==> config.mk <==
export PLATFORM = sky130hd
export DESIGN_NAME = pcm_out_dma
export DESIGN_NICKNAME = d
export VERILOG_FILES = /design/src/rtl/pcm_dma_pkg.sv /design/src/rtl/pcm_rate_timer.sv /design/src/rtl/pcm_desc_queue.sv /design/src/rtl/pcm_out_dma.sv
export SDC_FILE = /design/constraint.sdc
export NUM_CORES = 1
export LEC_CHECK = 0
export ABC_AREA = 1
export BUFFER_PORTS_ARGS = -buffer_cell sky130_fd_sc_hd__buf_2
export CAP_MARGIN = 30
export CORE_ASPECT_RATIO = 1.4
export CORE_MARGIN = 1
export CORE_UTILIZATION = 45
export CTS_CLUSTER_DIAMETER = 120
export DETAILED_ROUTE_END_ITERATION = 10
export MAX_ROUTING_LAYER = met4
export PLACE_DENSITY = 0.78
export SYNTH_ARGS = -nofsm -noshare
export SYNTH_HDL_FRONTEND = slang
export SYNTH_SLANG_ARGS = --single-unit
export TNS_END_PERCENT = 50
==> constraint.sdc <==
create_clock -name clk -period 6.96 [get_ports clk]
set_input_delay 0.696 -clock clk [delete_from_list [all_inputs] [get_ports clk]]
set_output_delay 0.696 -clock clk [all_outputs]
set_load 0.02 [all_outputs]
==> src/rtl/pcm_dma_pkg.sv <==
package pcm_dma_pkg;
  typedef enum logic [2:0] {
    RS_ADDR  = 3'd0,
    RS_LEN   = 3'd1,
    RS_EN    = 3'd2,
    RS_STAT  = 3'd3,
    RS_RATE  = 3'd4,
    RS_DEPTH = 3'd5
  } reg_sel_e;

  typedef enum logic [1:0] {
    ST_IDLE,
    ST_REQ,
    ST_WAIT,
    ST_EMIT
  } fetch_st_e;
endpackage

==> src/rtl/pcm_rate_timer.sv <==
module pcm_rate_timer #(
  parameter int RATE_W = 14,
  localparam int CNT_W = RATE_W + 2
) (
  input  logic              clk,
  input  logic              rst_n,
  input  logic              run,
  input  logic [RATE_W-1:0] rate,
  output logic              tick
);
  logic [CNT_W-1:0] period;
  logic [CNT_W-1:0] cnt;

  // idle wait is twice (rate + 1) cycles
  assign period = (CNT_W'(rate) + CNT_W'(1)) << 1;
  assign tick   = run && (cnt >= period - CNT_W'(1));

  always_ff @(posedge clk) begin
    if (!rst_n || !run) cnt <= '0;
    else if (tick)      cnt <= '0;
    else                cnt <= cnt + CNT_W'(1);
  end
endmodule

==> src/rtl/pcm_desc_queue.sv <==
module pcm_desc_queue #(
  parameter int AW    = 24,
  parameter int LW    = 18,
  parameter int WIN_W = 13,
  localparam int HI_W = AW - WIN_W
) (
  input  logic          clk,
  input  logic          rst_n,
  input  logic          wr_addr,
  input  logic [AW-1:0] addr_val,
  input  logic          wr_len,
  input  logic [LW-1:0] len_val,
  input  logic          adv,
  output logic [1:0]    count,
  output logic [AW-1:0] fetch_addr,
  output logic [LW-1:0] head_len,
  output logic          pop_raise
);
  logic [AW-1:0] addr0, addr1, a0_n, a1_n;
  logic [LW-1:0] len0, len1, l0_n, l1_n;
  logic          carry, c_n;
  logic [1:0]    cnt_n;
  logic          can_take, enq, pop;
  logic [HI_W-1:0]  hi_fix;
  logic [WIN_W-1:0] lo_n;

  assign can_take   = (count < 2'd2);
  assign enq        = wr_len && can_take && (len_val != '0);
  assign pop        = adv && (len0 == LW'(4));
  assign hi_fix     = addr0[AW-1:WIN_W] + HI_W'(carry);
  assign fetch_addr = {hi_fix, addr0[WIN_W-1:0]};
  assign head_len   = len0;
  assign lo_n       = addr0[WIN_W-1:0] + WIN_W'(4);

  always_comb begin
    a0_n = addr0; a1_n = addr1;
    l0_n = len0;  l1_n = len1;
    c_n  = carry;
    if (adv) begin
      a0_n = {hi_fix, lo_n};
      c_n  = (lo_n == '0);
      l0_n = len0 - LW'(4);
    end
    if (wr_addr && can_take) begin
      if (count == 2'd0) a0_n = addr_val;
      else               a1_n = addr_val;
    end
    if (enq) begin
      if (count == 2'd0) l0_n = len_val;
      else               l1_n = len_val;
    end
    cnt_n     = count + {1'b0, enq} - {1'b0, pop};
    pop_raise = pop && (cnt_n != 2'd0);
    if (pop_raise) begin
      a0_n = a1_n;
      l0_n = l1_n;
    end
  end

  always_ff @(posedge clk) begin
    if (!rst_n) begin
      addr0 <= '0; addr1 <= '0;
      len0  <= '0; len1  <= '0;
      carry <= 1'b0;
      count <= 2'd0;
    end else begin
      addr0 <= a0_n; addr1 <= a1_n;
      len0  <= l0_n; len1  <= l1_n;
      carry <= c_n;
      count <= cnt_n;
    end
  end

  p_head_len_r10: assert property (@(posedge clk) disable iff (!rst_n)
    (count != 2'd0) |-> (len0 != '0));
  p_no_overflow_r3: assert property (@(posedge clk) disable iff (!rst_n)
    (count == 2'd2) |=> (count != 2'd0) && (count <= 2'd2));
endmodule

==> src/rtl/pcm_out_dma.sv <==
module pcm_out_dma
  import pcm_dma_pkg::*;
#(
  parameter int RATE_W  = 14,
  parameter int DEPTH_W = 4,
  parameter int AW      = 24,
  parameter int LW      = 18,
  parameter int WIN_W   = 13,
  parameter int SMP_W   = 16,
  localparam int DW     = 2 * SMP_W
) (
  input  logic               clk,
  input  logic               rst_n,
  input  logic               bus_wr,
  input  logic [2:0]         bus_sel,
  input  logic [31:0]        bus_wdata,
  output logic [31:0]        bus_rdata,
  output logic               mem_req_valid,
  input  logic               mem_req_ready,
  output logic [AW-1:0]      mem_req_addr,
  input  logic               mem_rsp_valid,
  input  logic [DW-1:0]      mem_rsp_data,
  output logic               smp_valid,
  input  logic               smp_ready,
  output logic [SMP_W-1:0]   smp_left,
  output logic [SMP_W-1:0]   smp_right,
  output logic [DEPTH_W:0]   smp_precision,
  output logic               irq
);
  fetch_st_e state;
  logic              en_q;
  logic [RATE_W-1:0] rate_q;
  logic [DEPTH_W-1:0] depth_q;
  logic [SMP_W-1:0]  left_q, right_q;
  logic              tick, go, adv, pop_raise;
  logic [1:0]        q_count;
  logic [LW-1:0]     head_len;
  logic [AW-1:0]     addr_masked;
  logic [LW-1:0]     len_masked;
  logic [31:0]       status;
  logic              wr_stat;

  assign addr_masked = {bus_wdata[AW-1:3], 3'b000};
  assign len_masked  = {bus_wdata[LW-1:3], 3'b000};
  assign wr_stat     = bus_wr && (bus_sel == RS_STAT);

  pcm_rate_timer #(.RATE_W(RATE_W)) u_timer (
    .clk(clk), .rst_n(rst_n), .run(state == ST_IDLE), .rate(rate_q), .tick(tick)
  );

  assign adv = (state == ST_WAIT) && mem_rsp_valid;

  pcm_desc_queue #(.AW(AW), .LW(LW), .WIN_W(WIN_W)) u_queue (
    .clk(clk), .rst_n(rst_n),
    .wr_addr(bus_wr && (bus_sel == RS_ADDR)), .addr_val(addr_masked),
    .wr_len(bus_wr && (bus_sel == RS_LEN)), .len_val(len_masked),
    .adv(adv), .count(q_count), .fetch_addr(mem_req_addr),
    .head_len(head_len), .pop_raise(pop_raise)
  );

  assign go = tick && en_q && (q_count != 2'd0);

  always_ff @(posedge clk) begin
    if (!rst_n) begin
      state   <= ST_IDLE;
      left_q  <= '0;
      right_q <= '0;
    end else begin
      unique case (state)
        ST_IDLE: if (go) state <= ST_REQ;
        ST_REQ:  if (mem_req_ready) state <= ST_WAIT;
        ST_WAIT: if (mem_rsp_valid) begin
          left_q  <= mem_rsp_data[DW-1:SMP_W];
          right_q <= mem_rsp_data[SMP_W-1:0];
          state   <= ST_EMIT;
        end
        ST_EMIT: if (smp_ready) state <= ST_IDLE;
        default: state <= ST_IDLE;
      endcase
    end
  end

  always_ff @(posedge clk) begin
    if (!rst_n) begin
      en_q    <= 1'b0;
      rate_q  <= '0;
      depth_q <= '0;
      irq     <= 1'b0;
    end else begin
      if (bus_wr && (bus_sel == RS_EN))    en_q    <= bus_wdata[0];
      if (bus_wr && (bus_sel == RS_RATE))  rate_q  <= bus_wdata[RATE_W-1:0];
      if (bus_wr && (bus_sel == RS_DEPTH)) depth_q <= bus_wdata[DEPTH_W-1:0];
      if (pop_raise)    irq <= 1'b1;
      else if (wr_stat) irq <= 1'b0;
    end
  end

  assign status = {q_count[1], (q_count != 2'd0), 4'b0, en_q, 1'b1, 3'b0, 1'b1,
                   19'b0, q_count[1]};
  assign bus_rdata     = (bus_sel == RS_STAT) ? status : 32'(head_len);
  assign mem_req_valid = (state == ST_REQ);
  assign smp_valid     = (state == ST_EMIT);
  assign smp_left      = left_q;
  assign smp_right     = right_q;
  assign smp_precision = {1'b0, depth_q} + (DEPTH_W+1)'(1);

  p_req_hold_r12: assert property (@(posedge clk) disable iff (!rst_n)
    mem_req_valid && !mem_req_ready |=> mem_req_valid && $stable(mem_req_addr));
  p_smp_hold_r12: assert property (@(posedge clk) disable iff (!rst_n)
    smp_valid && !smp_ready |=> smp_valid && $stable(smp_left) && $stable(smp_right));
  p_no_fetch_r11: assert property (@(posedge clk) disable iff (!rst_n)
    (state == ST_IDLE) && !(en_q && (q_count != 2'd0)) |=> !mem_req_valid);
  p_irq_clear_r5: assert property (@(posedge clk) disable iff (!rst_n)
    wr_stat && !pop_raise |=> !irq);
  p_adv_nonempty_r10: assert property (@(posedge clk) disable iff (!rst_n)
    adv |-> (q_count != 2'd0));
endmodule

# ---- Word-level counts from Yosys, hierarchy flattened
# Cells that the tools add are included.
dict set report classes {
  add_sub_neg 9
  multipliers 0
  div 0
  magnitude_cmp 2
  eq_ne 13
  shift 0
  mux 20
  bitwise 0
  reduce_logical 29
}
# cell count
set op_table {}
lappend op_table {{$mux W24} 6}
lappend op_table {{$mux W18} 6}
lappend op_table {{$mux W32} 1}
lappend op_table {{$eq A18 B3 Y1 const B} 1}
lappend op_table {{$reduce_bool A18 Y1} 1}
lappend op_table {{$sub A18 B3 Y18 const B} 1}
lappend op_table {{$add A16 B1 Y16 const B} 1}
lappend op_table {{$ge A16 B16 Y1} 1}
lappend op_table {{$sub A16 B1 Y16 const B} 1}
lappend op_table {{$add A14 B1 Y15 const B} 1}
lappend op_table {{$logic_and A1 B1 Y1} 15}
lappend op_table {{$add A13 B3 Y13 const B} 1}
lappend op_table {{$logic_not A13 Y1} 1}
lappend op_table {{$add A11 B1 Y11} 1}
lappend op_table {{$mux W2} 4}
lappend op_table {{$pmux W2 S4} 1}
lappend op_table {{$eq A3 B2 Y1 const B} 2}
lappend op_table {{$eq A3 B3 Y1 const B} 2}
lappend op_table {{$reduce_bool A2 Y1} 3}
lappend op_table {{$add A4 B1 Y5 const B} 1}
lappend op_table {{$eq A2 B2 Y1 const B} 2}
lappend op_table {{$logic_not A2 Y1} 2}
lappend op_table {{$ne A2 B1 Y1 const B} 2}
lappend op_table {{$ne A2 B2 Y1 const B} 2}
lappend op_table {{other kinds (12)} 14}
dict set report word_totals {
  regBits 157
  latch_bits 0
  ramBits 0
  romBits 0
  out_inout_bits 96
  wordCells 87
  memories 0
}

# ---- Depth between registers and ports, before layout
# Gate-level depths: netlist (run 1).
dict set report logic_depth {
  word_depth 9
  depth_mapped 25
}

# ---- Cells and area by module
# From an unflattened synthesis (run 1), not the netlist that was laid out.
dict set report unflattened {
  hier_cells 1462
  area_unflattened_um2 9596.7
}
# mod instances cells_each area_each_um2 seq_area_each_um2
set modules_own_cells {}
lappend modules_own_cells {pcm_desc_queue 1 812 5278.8 1741.7}
lappend modules_own_cells {pcm_out_dma 1 337 2362.3 1081.0}
lappend modules_own_cells {pcm_rate_timer 1 313 1955.6 320.3}

# ---- Worst setup path after synthesis (run 1)
# No wires, ideal clock.
dict set report synth_timing {
  path_kind {register -> register}
  from {register rate_q[0]}
  to {register u_timer.cnt[10]}
  setup_time_ns 0.128
  arrival_time_ns 2.860
  required_time_ns 6.832
  setup_slack_ns 3.972
  stages_incl_launch_ff 22
  n_path_buf 2
  path_cell_list {dfxtp_1 > ha_1 > buf_2 > inv_1 > nor2_4 > nand2_2 > nand2_2 > inv_2 > or2_4 > nor2_4 > nand4_1 > nand2_1 > inv_1 > ha_1 > nand2_1 > inv_1 > nand3_1 > a21oi_1 > nor2_1 > nand3_1 > clkbuf_1 > nor2_1}
}
dict set report synth_between {
  elab_chain_cells 5
}
# element line
set synth_rtl {}
lappend synth_rtl {{start, declared} pcm_out_dma.sv:32} ;# logic [RATE_W-1:0] rate_q;
lappend synth_rtl {{start signal, assigned} pcm_out_dma.sv:91} ;# if (bus_wr && (bus_sel == RS_RATE)) rate_q <= bus_wdata[RATE_W-1:0];
lappend synth_rtl {{$add A14 B1 Y15} pcm_rate_timer.sv:15} ;# assign period = (CNT_W'(rate) + CNT_W'(1)) << 1;
lappend synth_rtl {{$sub A16 B1 Y16} pcm_rate_timer.sv:16} ;# assign tick = run && (cnt >= period - CNT_W'(1));
lappend synth_rtl {{$ge A16 B16 Y1} pcm_rate_timer.sv:16}
lappend synth_rtl {{$logic_and A1 B1 Y1} pcm_rate_timer.sv:16}
lappend synth_rtl {{$reduce_or A2 Y1 (no line)} -}
lappend synth_rtl {{end signal, assigned} pcm_rate_timer.sv:21} ;# else cnt <= cnt + CNT_W'(1);
lappend synth_rtl {{end, declared} pcm_rate_timer.sv:12} ;# logic [CNT_W-1:0] cnt;
# No other way between the ends.
# A chain may end at the register's enable or synchronous reset.

# ---- Final worst setup path (run 1)
dict set report layout_timing {
  from {register rate_q[0]}
  to {register u_timer.cnt[3]}
}
# Same word-level chain as after synthesis.

==> impl_metrics.ini, run 1 <==
[run_status]
outcome = complete, no violations

[worst_setup_path]
cp.required_ns = 7.29
critPathLaunchType = flip-flop
arrival_ns = 4.03
crit_type = reg2reg
critPathCaptureType = flip-flop
startpoint = rate_q[0]
r2r-start = rate_q[0]
critPathMaxFanout = 16
r2r_cells = 17

[cells_and_area]
diodes = 0
final_core_util = 0.5375
most-common-layout-cells = 205 x nand2_1, 192 x nor2_1, 157 x dfxtp_1
syn_to_final_growth_pct = 15.84
layout_commonest_cell = nand2_1
drive_above_1_share = 0.1715
finalNetCount = 1497

[synthesis]
synth_area_um2 = 8735
async_reset_ff_frac = 0
syn_area_per_cell_um2 = 6.851
netlist_instances = 1275
ys.warnings.count = 0
synth_edf_count = 0
yosys_most_used_dff = dfxtp_1
ys_seq_area_frac = 0.3598
synth.distinct_cells = 44
ys_seq_elements = 157

[min_path]
worstHoldStart = u_queue.addr1[20]
min_path_type = reg2reg
hold_depth = 2

[timing]
final.setup.tns_ns = 0
fin_crit_sh = 0.5317
max_slew_margin = 0.3466
rsz0062_at_grt = false
hold_violations = 0
post-route-min-period_ns = 3.701
setup_viol = 0
drv_slew = 0
finClkSkew_ns = 0.008960
tightestPinTransition_ns = 0.9764
timing.fmax_ghz = 0.2702

[floorplan]
fp.dieH_um = 166.8
dieArea_um2 = 19980
start_util = 0.4640
std_cell_rows = 59
core_area_um2 = 18820
io_pins = 169
fp.dieW_um = 119.7

[power_and_ir_drop]
power_density_nw_per_um2 = 201.6
ir_drop_mv = 0.1382
p_leak_nw = 4.642

[drt]
avgRoutedWirePerCell_um = 14.47
route.detailed.drc = 0
final_antenna_net_count = 0
dr.first_iter.drc_count = 570
drt-total-wl_mm = 23.86
num_vias = 8632
dr.pass1.iters = 6
avgViaCountPerCell = 5.235

[grt]
grt_pass1_wl_mm = 38.99
overflow = 0
grt_pass1_vias = 8241
grt_max_degree = 91
antenna_found_initial = 0
grtUsageTotal = 0.2507

[clock_network]
clkSinkCount = 157
cts-resized-gates = 0
cts_buffers = 17
post_cts_buffers = 0
cts_hold_buf = 0
cts.path.max_buffers = 2
cts_root_buf = clkbuf_16
clkTransAtPathRegs_ns = 0.06
h-tree-depth = 4
cts_tree = built
insertion_delay_ns = 0.44

[placement]
place_congestion = 0.9506
dpl.hpwl_mm = 16.98
portBuffers = 151

[job]
maxCapViolCount = 0
[cells in the mapped netlist (7+ instances only)]
library cell,instances,area [um2]
buf_4,25,187.7
inv_1,140,525.5
nand4_1,28,175.2
nor3_1,11,55.05
ha_1,32,400.4
dfxtp_1,157,3143
a21oi_1,93,465.5
o211ai_1,9,67.56
xor2_1,30,262.8
clkbuf_1,30,112.6
nor2_2,10,62.56
or2_2,11,68.82
nand2_2,12,75.07
nand3b_1,7,52.55
xnor2_1,7,61.31
nand3_1,81,405.4
nand2_1,205,769.5
buf_2,10,50.05
nor3b_1,7,52.55
nor2_1,192,720.7
o21ai_0,117,585.6
[per-stage QoR]
stage / setup slack, ns / instance area (um2) / hold slack, ns / total power, mW / std cells
global placement: 2.546 / 9494 / 0.4403 / 1.124 / 1615
floorplan: 3.972 / 8765 / 0.4243 / 1.071 / 1283
finish: 3.259 / 10120 / 0.4502 / 2.040 / 1649
global route: 2.774 / 10120 / 0.4798 / 2.114 / 1649
CTS: 3.209 / 10120 / 0.4514 / 2.049 / 1649
detailed placement: 3.162 / 9525 / 0.4415 / 1.128 / 1617
[final cells by class]
class,instances,area (um2)
Fill cell,1838,8706
Multi-Input combinational cell,907,4678
Sequential cell,157,3143
Timing Repair Buffer,160,839.6
Inverter,149,559.3
Clock buffer,18,439.2
Tap cell,244,305.3
Clock inverter,14,153.9
[layer usage]
metal / GRT usage / up-vias / routed length [um]
met3: 0.03938 / 90 / 1300
met4: 0.1685 / 0 / 1380
met5: - / - / 0
met2: 0.4195 / 314 / 11670
met1: 0.2714 / 3896 / 9506
li1: - / 4332 / -
[cells by family (layout without fill, tap and decap cells)]
family,count (synthesis),count (layout),synth area share
simple gates,586,586,0.2995
compound gates,241,241,0.1470
buf+inv,219,341,0.1080
flops,157,157,0.3598
xor+xnor,37,37,0.03710
fa+ha+maj,32,32,0.04584
mux,2,2,0.002292
other cells,1,9,0.0004293
[flip-flops by register name, indices dropped and copies added, names as in the netlist]
name,cells
rate_q,14
u_timer.cnt,16
u_queue.count,2
state,2
u_queue.len1,18
depth_q,4
smp_right,16
en_q,1
irq,1
u_queue.head_len,18
smp_left,16
u_queue.addr0,24
u_queue.addr1,24
u_queue.carry,1
[path summary, 6_finish.rpt]
kind                        to  slack [ns]
max             u_timer.cnt[3]        3.26
min          u_queue.addr1[20]        0.45
max reg2reg     u_timer.cnt[3]        3.26
min reg2reg  u_queue.addr1[20]        0.45
[worst max-delay path, cell delays in order, from the launching register on]
cell,delay (ns)
dfxtp_1,0.46
ha_1,0.36
inv_1,0.14
nor2_4,0.21
nand2_2,0.07
nand2_2,0.11
nand3_1,0.09
nor2_1,0.11
nand4_1,0.18
nor2_2,0.16
nand3_1,0.08
nand2_1,0.09
ha_1,0.24
a211oi_1,0.22
nand3_1,0.10
nor2_1,0.14
nand3_1,0.47
nor3b_1,0.38
[where the power goes]
part           internal, mW  switching [mW]  total (mW)
Sequential            0.913          0.0151       0.928
Clock                 0.516           0.414       0.930
Combinational        0.0602           0.122       0.182
Total                  1.49           0.551        2.04
Power figures use the tool's default switching activity.
==> inputs of run 2 (changes only) <==
--- a/config.mk
+++ b/config.mk
@@ -14,7 +14,7 @@
 export CTS_CLUSTER_DIAMETER = 120
 export DETAILED_ROUTE_END_ITERATION = 10
 export MAX_ROUTING_LAYER = met4
-export PLACE_DENSITY = 0.78
+export PLACE_DENSITY = 0.81
 export SYNTH_ARGS = -nofsm -noshare
 export SYNTH_HDL_FRONTEND = slang
 export SYNTH_SLANG_ARGS = --single-unit
==> constraint.sdc (replaced) <==
create_clock -name clk -period 3.1 [get_ports clk]
set_input_delay 0.31 -clock clk [delete_from_list [all_inputs] [get_ports clk]]
set_output_delay 0.31 -clock clk [all_outputs]
set_load 0.02 [all_outputs]
==> impl_metrics.ini, run 2 (synthesis gave the netlist of run 1 again) <==
[clock_network]
cts.path.max_buffers = 2
cts_root_buf = clkbuf_16
insertion_delay_ns = 0.45
h-tree-depth = 4
cts_buffers = 17
clkTransAtPathRegs_ns = 0.07
cts_tree = built
cts_hold_buf = 0
clkSinkCount = 157

[floorplan]
io_pins = 169
start_util = 0.4640
fp.dieH_um = 166.8
dieArea_um2 = 19980
fp.dieW_um = 119.7
std_cell_rows = 59
core_area_um2 = 18820

[worst_setup_path]
arrival_ns = 3.31
path_cells = ha_2, buf_4, nand3_1, nand2_1, nand2_4, nand3_1, nor2_1, nand4_1, buf_4, xnor2_1, ha_1, a21oi_1, a21oi_2, nor2_2, nand3_2, buf_12, a211oi_1
critPathLaunchType = flip-flop
critPathCaptureType = flip-flop
crit_buf_inv = 3
rrSetupSlack_ns = 0.15
crit_type = reg2reg
cp_top_family = simple AND/OR/NAND/NOR gates
cp.required_ns = 3.46
critPathMaxStageDelay_ns = 0.36
critPathMaxFanout = 8
cp_slowest_cell = dfxtp_4

[timing]
finClkSkew_ns = 0.009340
drv_slew = 0
post-route-min-period_ns = 2.953
fin_crit_sh = 0.9526
tightestPinTransition_ns = 0.8255
final.setup.tns_ns = 0
timing.fmax_ghz = 0.3386
setup_viol = 0
hold_ws_ns = 0.1063
rsz0062_at_grt = true
hold_violations = 0
max_slew_margin = 0.4496

[power_and_ir_drop]
p_sw_frac = 0.2877
power_density_nw_per_um2 = 447.5
p_leak_nw = 4.754
p_comb_frac = 0.098
clkPwrFrac = 0.452
ir_drop_mv = 0.3430
internal_power_mw = 3.299
switchingPower_mw = 1.332
power_frac_seq = 0.450

[placement]
portBuffers = 151
placedCellCount = 1632
dpl.hpwl_mm = 17.50
place_congestion = 0.9259

[cells_and_area]
drive_above_1_share = 0.1940
reg_top3 = u_queue.addr0 (24), u_queue.addr1 (24)
syn_to_final_growth_pct = 18.46
most-common-layout-cells = 204 x nand2_1, 188 x nor2_1, 152 x dfxtp_1
layout_commonest_cell = nand2_1
final_core_util = 0.5497
fillers = 1799
finalNetCount = 1515
stdcell_count = 1668

[grt]
grt_pass1_vias = 8298
antenna_found_initial = 1
grt_max_degree = 90
grtUsageTotal = 0.2540
overflow = 0
grt_pass1_wl_mm = 39.19

[drt]
num_vias = 8863
final_antenna_net_count = 0
dr.first_iter.drc_count = 548
avgViaCountPerCell = 5.314
dr.pass1.iters = 6
route.detailed.drc = 0
avgRoutedWirePerCell_um = 14.72
drt-total-wl_mm = 24.55

[min_path]
min_path_type = in2reg

[run_status]
outcome = complete, no violations

[job]
maxCapViolCount = 0
## run 2: changes by cell type in the layout (fill, tap and decap cells not counted), sizes merged
| cell | change |
|---|---|
| diode | +1 |
| inv | +5 |
| bufinv | -1 |
| clkinvlp | -2 |
| buf | +17 |
| clkinv | -1 |
## run 2: worst paths after layout
path | from | to | cells after the start
setup reg to reg | rate_q[1] | u_timer.cnt[9] | 17
hold / removal | mem_rsp_data[18] | smp_left[2] | 3
hold reg to reg | u_queue.addr1[22] | u_queue.addr1[22] | 2
setup / recovery | rate_q[1] | u_timer.cnt[9] | 17
## run 2: metal layers
layer,GRT usage,part of all wire,vias to the layer above
li1,-,-,4378
met1,0.2738,0.39,4030
met2,0.4303,0.49,362
met3,0.05616,0.069,93
met4,0.1364,0.050,0
met5,-,0,-
## run 2: final cells by class
cell class              count  area (um2)  area share
repair buffers            178        1005     0.09710
inverters                 149       561.8     0.05429
clock buffers              17       425.4     0.04111
flip-flops and latches    157        3152      0.3046
clock inverters            15       161.4     0.01560
multi-input cells         907        4735      0.4576
diodes                      1       2.502   0.0002418
well taps                 244       305.3     0.02950
## run 2: repair_timing
action / CTS / global route
resized for setup: 0 / 23
buffers inserted: 0 / 2
setup endpoints to repair: 0 / 39
endpoints found under the hold margin: 0 / 0
## run 2: per-stage QoR
step | power, mW | cell area (um2) | setup WS, ns
floorplan | 2.405 | 8765 | 0.1122
global placement | 2.545 | 9647 | 0.1779
detailed placement | 2.553 | 9647 | 0.09989
CTS | 4.618 | 10230 | 0.07412
global route | 4.776 | 10350 | -0.05233
finish | 4.631 | 10350 | 0.1470
## run 2: power by group through the flow
stage | combinational, mW | sequential (mW) | clock (mW)
after floorplan | 0.286 | 2.12 | 0
after global placement | 0.419 | 2.13 | 0
after CTS | 0.429 | 2.08 | 2.11
final | 0.456 | 2.08 | 2.09
after detailed placement | 0.425 | 2.13 | 0
after global routing | 0.507 | 2.09 | 2.18
## run 2: tightest hold or removal path, cell delays in order
cell and delay [ns]:
buf_2 0.07, o21ai_0 0.07, nor2_1 0.07
